--- config.mk ---
export PLATFORM = sky130hd
export DESIGN_NAME = page_write_commit
export DESIGN_NICKNAME = d
export VERILOG_FILES = /design/src/rtl/pwc_pkg.sv /design/src/rtl/pwc_prot_guard.sv /design/src/rtl/pwc_page_buf.sv /design/src/rtl/pwc_commit_seq.sv /design/src/rtl/page_write_commit.sv
export SDC_FILE = /design/constraint.sdc
export NUM_CORES = 1
export LEC_CHECK = 0
export BUFFER_PORTS_ARGS = -buffer_cell sky130_fd_sc_hd__buf_2
export CAP_MARGIN = 0
export CORE_MARGIN = 2
export CORE_UTILIZATION = 60
export DETAILED_ROUTE_END_ITERATION = 12
export GPL_ROUTABILITY_DRIVEN = 0
export MAX_ROUTING_LAYER = met4
export PLACE_DENSITY = 0.78
export SLEW_MARGIN = 25
export SYNTH_ARGS = -nofsm -noshare
export SYNTH_HDL_FRONTEND = slang
export SYNTH_SLANG_ARGS = --single-unit
--- constraint.sdc ---
create_clock -name clk -period 2.9 [get_ports clk]
set_clock_uncertainty 0.2 [all_clocks]
set_input_delay 0.29 -clock clk [delete_from_list [all_inputs] [get_ports clk]]
set_output_delay 0.29 -clock clk [all_outputs]
set_load 0.01 [all_outputs]
--- src/rtl/pwc_pkg.sv ---
package pwc_pkg;
   typedef enum logic {
      SEQ_IDLE = 1'b0,
      SEQ_PROG = 1'b1
   } seq_state_e;
endpackage

--- src/rtl/pwc_prot_guard.sv ---
module pwc_prot_guard #(
   parameter int ROW_W   = 8,
   parameter bit PROT_EN = 1'b1
) (
   input  logic             wr_ctrl_i,
   input  logic [ROW_W-1:0] row_i,
   output logic             block_o
);
   generate
      if (PROT_EN) begin : g_guard
         // top quarter: two most significant row bits both set
         assign block_o = wr_ctrl_i && (row_i[ROW_W-1:ROW_W-2] == 2'b11);
      end else begin : g_open
         logic unused_in;
         assign unused_in = wr_ctrl_i ^ (^row_i);
         assign block_o   = 1'b0;
      end
   endgenerate
endmodule

--- src/rtl/pwc_page_buf.sv ---
module pwc_page_buf #(
   parameter int ADDR_W     = 13,
   parameter int DATA_W     = 8,
   parameter int PAGE_BYTES = 32,
   localparam int OFF_W     = $clog2(PAGE_BYTES),
   localparam int ROW_W     = ADDR_W - OFF_W
) (
   input  logic                  clk,
   input  logic                  rst_n,
   input  logic                  addr_load_i,
   input  logic [ADDR_W-1:0]     addr_i,
   input  logic                  byte_we_i,
   input  logic [DATA_W-1:0]     byte_i,
   input  logic                  clear_i,
   input  logic [OFF_W-1:0]      rd_idx_i,
   output logic [ROW_W-1:0]      row_o,
   output logic [PAGE_BYTES-1:0] mask_o,
   output logic [DATA_W-1:0]     rd_data_o
);
   logic [DATA_W-1:0] slot_q [PAGE_BYTES];
   logic [OFF_W-1:0]  ptr_q;
   logic [ROW_W-1:0]  row_q;
   logic [PAGE_BYTES-1:0] mask_q;

   always_ff @(posedge clk or negedge rst_n) begin
      if (!rst_n) begin
         ptr_q  <= '0;
         row_q  <= '0;
         mask_q <= '0;
      end else if (addr_load_i) begin
         row_q  <= addr_i[ADDR_W-1:OFF_W];
         ptr_q  <= addr_i[OFF_W-1:0];
         mask_q <= '0;
      end else if (clear_i) begin
         mask_q <= '0;
      end else if (byte_we_i) begin
         mask_q[ptr_q] <= 1'b1;
         ptr_q         <= ptr_q + 1'b1;
      end
   end

   generate
      for (genvar i = 0; i < PAGE_BYTES; i++) begin : g_slot
         always_ff @(posedge clk) begin
            if (byte_we_i && !addr_load_i && !clear_i && (ptr_q == OFF_W'(i)))
               slot_q[i] <= byte_i;
         end
      end
   endgenerate

   assign row_o     = row_q;
   assign mask_o    = mask_q;
   assign rd_data_o = slot_q[rd_idx_i];

   p_offset_wrap_r2: assert property (@(posedge clk) disable iff (!rst_n)
      (byte_we_i && !addr_load_i && !clear_i && ptr_q == OFF_W'(PAGE_BYTES-1)) |=> (ptr_q == '0));
   p_row_hold_r2: assert property (@(posedge clk) disable iff (!rst_n)
      (byte_we_i && !addr_load_i) |=> $stable(row_q));
   p_load_empties_r1: assert property (@(posedge clk) disable iff (!rst_n)
      addr_load_i |=> (mask_q == '0));
endmodule

--- src/rtl/pwc_commit_seq.sv ---
module pwc_commit_seq
   import pwc_pkg::*;
#(
   parameter int ADDR_W       = 13,
   parameter int DATA_W       = 8,
   parameter int PAGE_BYTES   = 32,
   parameter int WRITE_CYCLES = 40,
   localparam int OFF_W       = $clog2(PAGE_BYTES),
   localparam int ROW_W       = ADDR_W - OFF_W,
   localparam int CNT_W       = $clog2(WRITE_CYCLES + 1)
) (
   input  logic                  clk,
   input  logic                  rst_n,
   input  logic                  stop_i,
   input  logic [PAGE_BYTES-1:0] mask_i,
   input  logic [ROW_W-1:0]      row_i,
   input  logic [DATA_W-1:0]     rd_data_i,
   output logic [OFF_W-1:0]      rd_idx_o,
   output logic                  clear_o,
   output logic                  busy_o,
   output logic                  mem_we_o,
   output logic [ADDR_W-1:0]     mem_addr_o,
   output logic [DATA_W-1:0]     mem_wdata_o
);
   seq_state_e       state_q;
   logic [CNT_W-1:0] cnt_q;
   logic             last_c;

   assign last_c = (state_q == SEQ_PROG) && (cnt_q == CNT_W'(WRITE_CYCLES - 1));

   always_ff @(posedge clk or negedge rst_n) begin
      if (!rst_n) begin
         state_q <= SEQ_IDLE;
         cnt_q   <= '0;
      end else begin
         case (state_q)
            SEQ_IDLE: if (stop_i && (|mask_i)) begin
               state_q <= SEQ_PROG;
               cnt_q   <= '0;
            end
            SEQ_PROG: if (last_c) begin
               state_q <= SEQ_IDLE;
               cnt_q   <= '0;
            end else begin
               cnt_q <= cnt_q + 1'b1;
            end
            default: state_q <= SEQ_IDLE;
         endcase
      end
   end

   assign busy_o      = (state_q == SEQ_PROG);
   assign clear_o     = last_c;
   assign rd_idx_o    = cnt_q[OFF_W-1:0];
   assign mem_we_o    = busy_o && (cnt_q < CNT_W'(PAGE_BYTES)) && mask_i[rd_idx_o];
   assign mem_addr_o  = {row_i, rd_idx_o};
   assign mem_wdata_o = rd_data_i;

   p_busy_after_stop_r3: assert property (@(posedge clk) disable iff (!rst_n)
      $rose(busy_o) |-> ($past(stop_i) && ($past(mask_i) != '0)));
   p_empty_stop_r5: assert property (@(posedge clk) disable iff (!rst_n)
      (!busy_o && stop_i && mask_i == '0) |=> !busy_o);
   p_write_in_window_r4: assert property (@(posedge clk) disable iff (!rst_n)
      mem_we_o |-> busy_o);
   p_reset_idle_r8: assert property (@(posedge clk)
      !rst_n |-> (!busy_o && !mem_we_o));
endmodule

--- src/rtl/page_write_commit.sv ---
module page_write_commit #(
   parameter int ADDR_W       = 13,
   parameter int DATA_W       = 8,
   parameter int PAGE_BYTES   = 32,
   parameter int WRITE_CYCLES = 40,
   parameter bit PROT_EN      = 1'b1
) (
   input  logic              clk,
   input  logic              rst_n,
   input  logic              addr_load_i,
   input  logic [ADDR_W-1:0] addr_i,
   input  logic              byte_vld_i,
   input  logic [DATA_W-1:0] byte_i,
   input  logic              stop_i,
   input  logic              wr_ctrl_i,
   output logic              busy_o,
   output logic              mem_we_o,
   output logic [ADDR_W-1:0] mem_addr_o,
   output logic [DATA_W-1:0] mem_wdata_o
);
   localparam int OFF_W = $clog2(PAGE_BYTES);
   localparam int ROW_W = ADDR_W - OFF_W;

   generate
      if ((PAGE_BYTES < 2) || ((PAGE_BYTES & (PAGE_BYTES - 1)) != 0)) begin : g_bad_page
         $error("PAGE_BYTES must be a power of two of at least 2");
      end
      if (ROW_W < 2) begin : g_bad_row
         $error("ADDR_W must leave at least two row bits");
      end
      if (WRITE_CYCLES < PAGE_BYTES) begin : g_bad_cycles
         $error("WRITE_CYCLES must cover one write per page slot");
      end
   endgenerate

   logic [ROW_W-1:0]      row_w;
   logic [PAGE_BYTES-1:0] mask_w;
   logic [DATA_W-1:0]     rd_data_w;
   logic [OFF_W-1:0]      rd_idx_w;
   logic                  clear_w, block_w, busy_w;
   logic                  ld_ok, byte_ok, stop_ok;

   assign ld_ok   = addr_load_i && !busy_w;
   assign byte_ok = byte_vld_i && !busy_w && !block_w;
   assign stop_ok = stop_i && !busy_w;

   pwc_prot_guard #(.ROW_W(ROW_W), .PROT_EN(PROT_EN)) u_guard (
      .wr_ctrl_i (wr_ctrl_i),
      .row_i     (row_w),
      .block_o   (block_w)
   );

   pwc_page_buf #(.ADDR_W(ADDR_W), .DATA_W(DATA_W), .PAGE_BYTES(PAGE_BYTES)) u_buf (
      .clk         (clk),
      .rst_n       (rst_n),
      .addr_load_i (ld_ok),
      .addr_i      (addr_i),
      .byte_we_i   (byte_ok),
      .byte_i      (byte_i),
      .clear_i     (clear_w),
      .rd_idx_i    (rd_idx_w),
      .row_o       (row_w),
      .mask_o      (mask_w),
      .rd_data_o   (rd_data_w)
   );

   pwc_commit_seq #(.ADDR_W(ADDR_W), .DATA_W(DATA_W), .PAGE_BYTES(PAGE_BYTES),
                    .WRITE_CYCLES(WRITE_CYCLES)) u_seq (
      .clk         (clk),
      .rst_n       (rst_n),
      .stop_i      (stop_ok),
      .mask_i      (mask_w),
      .row_i       (row_w),
      .rd_data_i   (rd_data_w),
      .rd_idx_o    (rd_idx_w),
      .clear_o     (clear_w),
      .busy_o      (busy_w),
      .mem_we_o    (mem_we_o),
      .mem_addr_o  (mem_addr_o),
      .mem_wdata_o (mem_wdata_o)
   );

   assign busy_o = busy_w;

   p_ignore_busy_r6: assert property (@(posedge clk) disable iff (!rst_n)
      (busy_w && !clear_w) |=> ($stable(mask_w) && $stable(row_w)));
   p_window_drains_r6: assert property (@(posedge clk) disable iff (!rst_n)
      $fell(busy_w) |-> (mask_w == '0));
   p_protect_drop_r7: assert property (@(posedge clk) disable iff (!rst_n)
      (byte_vld_i && block_w && !addr_load_i && !busy_w) |=> $stable(mask_w));
endmodule

# Word level (Yosys, flattened, before mapping)
# Memory sizes are Yosys's and may differ from the RTL's.
# Cells that the tools add are included.
[totals]
ramBits = 256
ff_bits = 52
elab_cells = 306
memories = 1
[classes]
n_lt_le_gt_ge = 4
n_addsub = 2
n_bitwise = 2
n_reduce_logical = 84
n_mux = 173
eq_ne = 35
[mem_list]
columns = ["name", "words", "width", "rd", "rd_clocked_by_memory_dff", "wr", "line", "source"]
rows = [
  ["u_buf.slot_q", 32, 8, 1, 0, 1, "pwc_page_buf.sv:20", "logic [DATA_W-1:0] slot_q [PAGE_BYTES];"],
]
[op_table]
columns = ["cell", "count"]
rows = [
  ["$mux W8", 31],
  ["$reduce_or A8 Y1", 31],
  ["$mux W5", 34],
  ["$mux W1", 99],
  ["$mux W32", 3],
  ["$eq A5 B5 Y1 const B", 16],
  ["$logic_and A1 B1 Y1", 44],
  ["$eq A5 B4 Y1 const B", 8],
  ["$or A32 B32 Y32", 1],
  ["$reduce_or A32 Y1", 1],
  ["$eq A5 B3 Y1 const B", 4],
  ["$lt A5 B6 Y1 const B", 2],
  ["$mux W6", 2],
  ["$pmux W6 S2", 1],
  ["$eq A5 B2 Y1 const B", 2],
  ["$add A6 B1 Y6 const B", 1],
  ["$eq A6 B6 Y1 const B", 1],
  ["$lt A6 B6 Y1 const B", 1],
  ["$add A5 B1 Y5 const B", 1],
  ["$bmux W1 S5", 1],
  ["$demux W1 S5", 1],
  ["$eq A5 B1 Y1 const B", 1],
  ["$ge A5 B1 Y1 const B", 1],
  ["$logic_not A5 Y1", 1],
  ["other kinds (8)", 12],
]

# Logic depth before layout (Yosys ltp)
[logic_depth]
word_depth = 41
depth_mapped = 7

# By module
# A second synthesis with hierarchy kept.
[hier_totals]
cells_unflattened = 663
area_unflattened_um2 = 12680.9
[modules_own_cells]
columns = ["mod", "area_each_um2", "cells_per_inst", "seq_area_each_um2", "instances"]
rows = [
  ["pwc_page_buf", 11755.0, 560, 8813.5, 1],
  ["pwc_commit_seq", 894.6, 99, 175.2, 1],
  ["page_write_commit", 25.0, 3, 0.0, 1],
  ["pwc_prot_guard", 6.3, 1, 0.0, 1],
]

# Worst setup path after synthesis
# No wires, ideal clock.
[synth_timing]
path_type = "reg2reg"
startpoint = "register u_seq.state_q, in the netlist u_seq.busy_o"
endpoint = "memory u_buf.slot_q[10][0] (enable)"
t_required_ns = 2.314
n_path_buf = 0
period_less_slack_ns = 2.645
arrival_ns = 2.059
stages_incl_launch_ff = 5
path_slack_ns = 0.255
path_cell_list = "dfrtp_1 -> or3b_1 -> nor2_1 -> nand2_1 -> nor3_1"
[synth_between]
elab_chain_len = 40
[synth_rtl]
columns = ["element", "line", "source"]
rows = [
  ["start, declared", "pwc_commit_seq.sv:25", "seq_state_e state_q;"],
  ["start signal, assigned", "pwc_commit_seq.sv:33", "state_q <= SEQ_IDLE;"],
  ["start signal, assigned", "pwc_commit_seq.sv:38", "state_q <= SEQ_PROG;"],
  ["start signal, assigned", "pwc_commit_seq.sv:42", "state_q <= SEQ_IDLE;"],
  ["$logic_not A1 Y1", "page_write_commit.sv:43, page_write_commit.sv:44", ""],
  ["$logic_and A1 B1 Y1 (on tied branches)", "page_write_commit.sv:44, page_write_commit.sv:43", ""],
  ["$logic_and A1 B1 Y1 / $logic_not A1 Y1 (equally long branches)", "page_write_commit.sv:44, pwc_page_buf.sv:45", ""],
  ["$logic_and A1 B1 Y1", "pwc_page_buf.sv:45", "if (byte_we_i && !addr_load_i && !clear_i && (ptr_q == OFF_W'(i)))"],
  ["$logic_and A1 B1 Y1 *", "pwc_page_buf.sv:45", ""],
  ["$logic_and A1 B1 Y1", "pwc_page_buf.sv:45", ""],
  ["$mux W1", "pwc_page_buf.sv:45", ""],
  ["$mux W1 (not written as such)", "pwc_page_buf.sv:46", "slot_q[i] <= byte_i;"],
  ["$reduce_or A8 Y1 (no line)", "-", ""],
  ["$mux W5 (no line) / $mux W1 (equally long branches) (31 in a row)", "-", ""],
  ["end, declared", "pwc_page_buf.sv:20", ""],
]
# Mark *: on every way between the ends. The rest lies on a longest branch, timed or not.

# Worst setup path after layout
[layout_timing]
startpoint = "register u_seq.cnt_q[0]"
endpoint = "output port mem_wdata_o[0]"
[layout_between]
elab_chain_len = 1
[layout_rtl]
columns = ["element", "line", "source"]
rows = [
  ["start, declared", "pwc_commit_seq.sv:26", "logic [CNT_W-1:0] cnt_q;"],
  ["start signal, assigned", "pwc_commit_seq.sv:45", "cnt_q <= cnt_q + 1'b1;"],
  ["$mem_v2 Z32 W8", "-", ""],
  ["end, declared", "page_write_commit.sv:19", "output logic [DATA_W-1:0] mem_wdata_o"],
]
# Every way passes these cells.

==> impl_results.md <==
* Status: finished with violations
* Failing checks: negative setup slack
* Die height at 147.7 um
* Vias at 6738
* Critical path class: flop to output port
* Hold slack at 19.46 ps
* Met2 wire length at 14710 um
* Largest net degree at the start of global routing at 38
* Critical Path RT at 2410 ps
* Area contributors post-synth: edfxtp_1 62%, mux4_2 16%, dfrtp_1 11%, o21a_1 1.3%, nand2_1 1.3%
* Synth cell types at 39
* DR WL/cell at 28.17 um
* Pwr/cell area at 851.5 nW/um2
* Post-route DRC at 0
* Overall Power at 12.30 mW
* First-pass DRT Iterations at 5
* Multi-input gate area at 3177 um2
* Top Metal Used: met4
* Top Ports at 50
* Period utilization at 1.139
* Total CTS buffers at 30
* Synth top area share at 0.6205
* Number of antenna violations at the first check in global routing at 0
* Area growth syn-to-layout at 16.55%
* Filler instances at 1176
* Placement Cell Area at 13180 um2
* Setup TNS at -3335 ps
* Global route overflow at 0
* Crit path launch type: flop
* CTS tree: yes
* Final hold viol count at 0
* Sink Count at 308
* Final setup margin at -402.5 ps
* Final cell count without fillers at 1046
* Final slew viol count at 0
* Syn Area/Cell at 19.36 um2
* Nets@finish at 786
* Leakage Power at 5.120 nW
* Metal3 WL at 2599 um
* Syn nets at 674
* Clock transition at the registers of the reported paths at 60 ps
* Endpoints failing setup at 9
* Hold path depth at 3
* DPL Wire Length at 17310 um
* RSZ-0062 raised after global routing: yes
* ANT cells at 0
* Die Wd at 147.7 um
* Post-synth ARST share at 0.1688
* Fmax at 302.8 MHz
* Cells on worst reg2reg path at 6
* Min-Delay Startpoint: stop_i
* Longest Clk Path Bufs at 3
* Buffers on Ports at 49
* Dpl cells at 966
* Slew @ Worst Pin at 702.5 ps
* Share of cells above drive strength 1 at 0.3170
* Total track usage at 0.2887
* Crit end category: output port
* CTS H-Tree Depth at 1
* Max FO, Critical Path at 13
* Worst-Skew Late Latency at 560 ps
* CORE AREA at 20230 um2
* Initial core utilization at 0.6123
* Max_slew headroom at 0.5307
* Post-synth top flop: edfxtp_1
* Cell Rows at 52
* Ys Warns at 0
* Number of flops mapped to enable cells by yosys at 256
* Hold crit path type: input pin to flop
* Antenna Nets Post-Route at 0
* First-pass GRT wire length at 44090 um
* Cell area after layout at 14440 um2
* Crit path DAT at 2810 ps
* Post-Syn Area at 12390 um2
* Clock Tree Root: clkbuf_16
* Mapped Cells at 640
* Die area at 21810 um2
* Worst reg2reg startpoint: u_seq.busy_o
* Max-Cap Viols at 0
* Vias in the first global route at 6979
* Hold endpoint: u_seq.busy_o
* Register-to-Register Setup Slack at 490 ps
* Largest area contributor in the synthesized netlist: edfxtp_1
* Total wire length at 29470 um
* DR iter-0 viols at 686
* Reg-to-reg endpoint: u_buf.slot_q[16][4]
* Reg area at 8994 um2
* Sequential area share after synthesis at 0.7255
* Max VDD drop at 0.5581 mV
* Yosys reg bits at 308
* Min Tclk post-route at 3303 ps
* M1 WL at 11180 um
* DR vias/cell at 6.442
[worst max path at each step]
stage,start,end
6_report,u_seq.cnt_q[0],mem_wdata_o[0]
5_1_grt,u_seq.cnt_q[0],mem_wdata_o[4]
3_3_place_gp,u_seq.cnt_q[0],mem_wdata_o[7]
3_5_place_dp,u_seq.cnt_q[0],mem_wdata_o[3]
4_1_cts,u_seq.cnt_q[0],mem_wdata_o[1]
2_1_floorplan,u_seq.busy_o,u_buf.slot_q[10][0]
[Yosys cell counts (7+ instances only)]
| cell | n |
|---|---|
| clkbuf_1 | 21 |
| edfxtp_1 | 256 |
| mux2_2 | 9 |
| nand2_1 | 43 |
| nand3_1 | 8 |
| nor4_1 | 8 |
| a31oi_1 | 7 |
| nor3_1 | 13 |
| o21a_1 | 22 |
| dfrtp_1 | 52 |
| buf_6 | 7 |
| mux4_2 | 88 |
| ha_1 | 7 |
| nor2_1 | 33 |
[layer usage]
| metal | global-route usage | up-vias |
|---|---|---|
| li1 | - | 2805 |
| met5 | - | - |
| met4 | 0.09712 | 0 |
| met1 | 0.3950 | 3460 |
| met2 | 0.4577 | 399 |
| met3 | 0.04290 | 74 |
[repair_timing]
item                                    4_1_cts  5_1_grt
endpoints found under the hold margin        43        0
cloned                                        2        1
pin swaps                                     1        0
hold buffers                                 16        0
resized for setup                            10        1
setup buffers                                 5        0
endpoints found under the setup margin        9        9
[state kept, by name, summed over array words and instances, names as in the netlist]
name / cells
u_buf.row_o: 8
u_seq.busy_o: 1
u_buf.mask_o: 32
u_buf.ptr_q: 5
u_buf.slot_q: 256
u_seq.cnt_q: 6
[power breakdown]
group          switching, mW  internal (mW)
logic                   1.62           1.79
clock network           1.58           2.06
registers              0.242           5.01
total                   3.44           8.86
[kinds of logic (layout without fill, tap and decap cells)]
group | Yosys count | count (layout) | synth area share
flip-flops | 308 | 308 | 0.7255
AND/OR/NAND/NOR | 128 | 128 | 0.04787
multiplexers | 99 | 99 | 0.1698
AO/OA/AOI/OAI | 50 | 50 | 0.02767
buffers and inverters | 44 | 180 | 0.01929
adder cells (fa/ha/maj) | 7 | 7 | 0.007069
XOR/XNOR | 4 | 4 | 0.002828
[per-stage QoR]
step / utilization / setup slack (ps)
finish: 0.7136 / -402.5
global route: 0.7136 / -432.4
CTS: 0.7121 / -411.8
detailed placement: 0.6512 / 128.4
global placement: 0.6512 / 174.2
floorplan: - / 255.5
[layout by cell type, fill, tap and decap left out, types with 4 or more instances in the layout]
master,netlist,layout
o21ai_0,5,5
buf_4,5,44
inv_1,5,5
mux2_4,0,4
clkbuf_1,21,12
nor3_1,13,13
a21oi_1,5,5
and2_1,4,4
a31oi_1,7,7
edfxtp_1,256,256
dfrtp_1,52,50
nand2_1,43,43
mux2_2,9,5
clkbuf_8,0,4
buf_6,7,4
nor4_1,8,8
buf_2,2,45
dlygate4sd3_1,0,16
clkbuf_16,0,31
nand3_1,8,8
nand4_1,4,4
buf_12,0,6
mux4_2,88,88
nor2_1,33,33
o21a_1,22,22
ha_1,7,7
a21o_1,5,5
nand2b_1,4,4
[cell type report]
type / count / area share
timing repair buffer: 119 / 0.06845
inverter: 5 / 0.001300
multi-input combinational: 288 / 0.2200
clock buffer: 49 / 0.06048
tap: 270 / 0.02339
clock inverter: 7 / 0.003553
sequential: 308 / 0.6228
[critical path, cell delays in order, from the launching register on]
cell	delay [ps]
dfrtp_4	440
buf_12	140
buf_12	160
mux4_2	530
mux4_2	560
mux2_4	310
buf_6	120
Power figures use the tool's default switching activity.
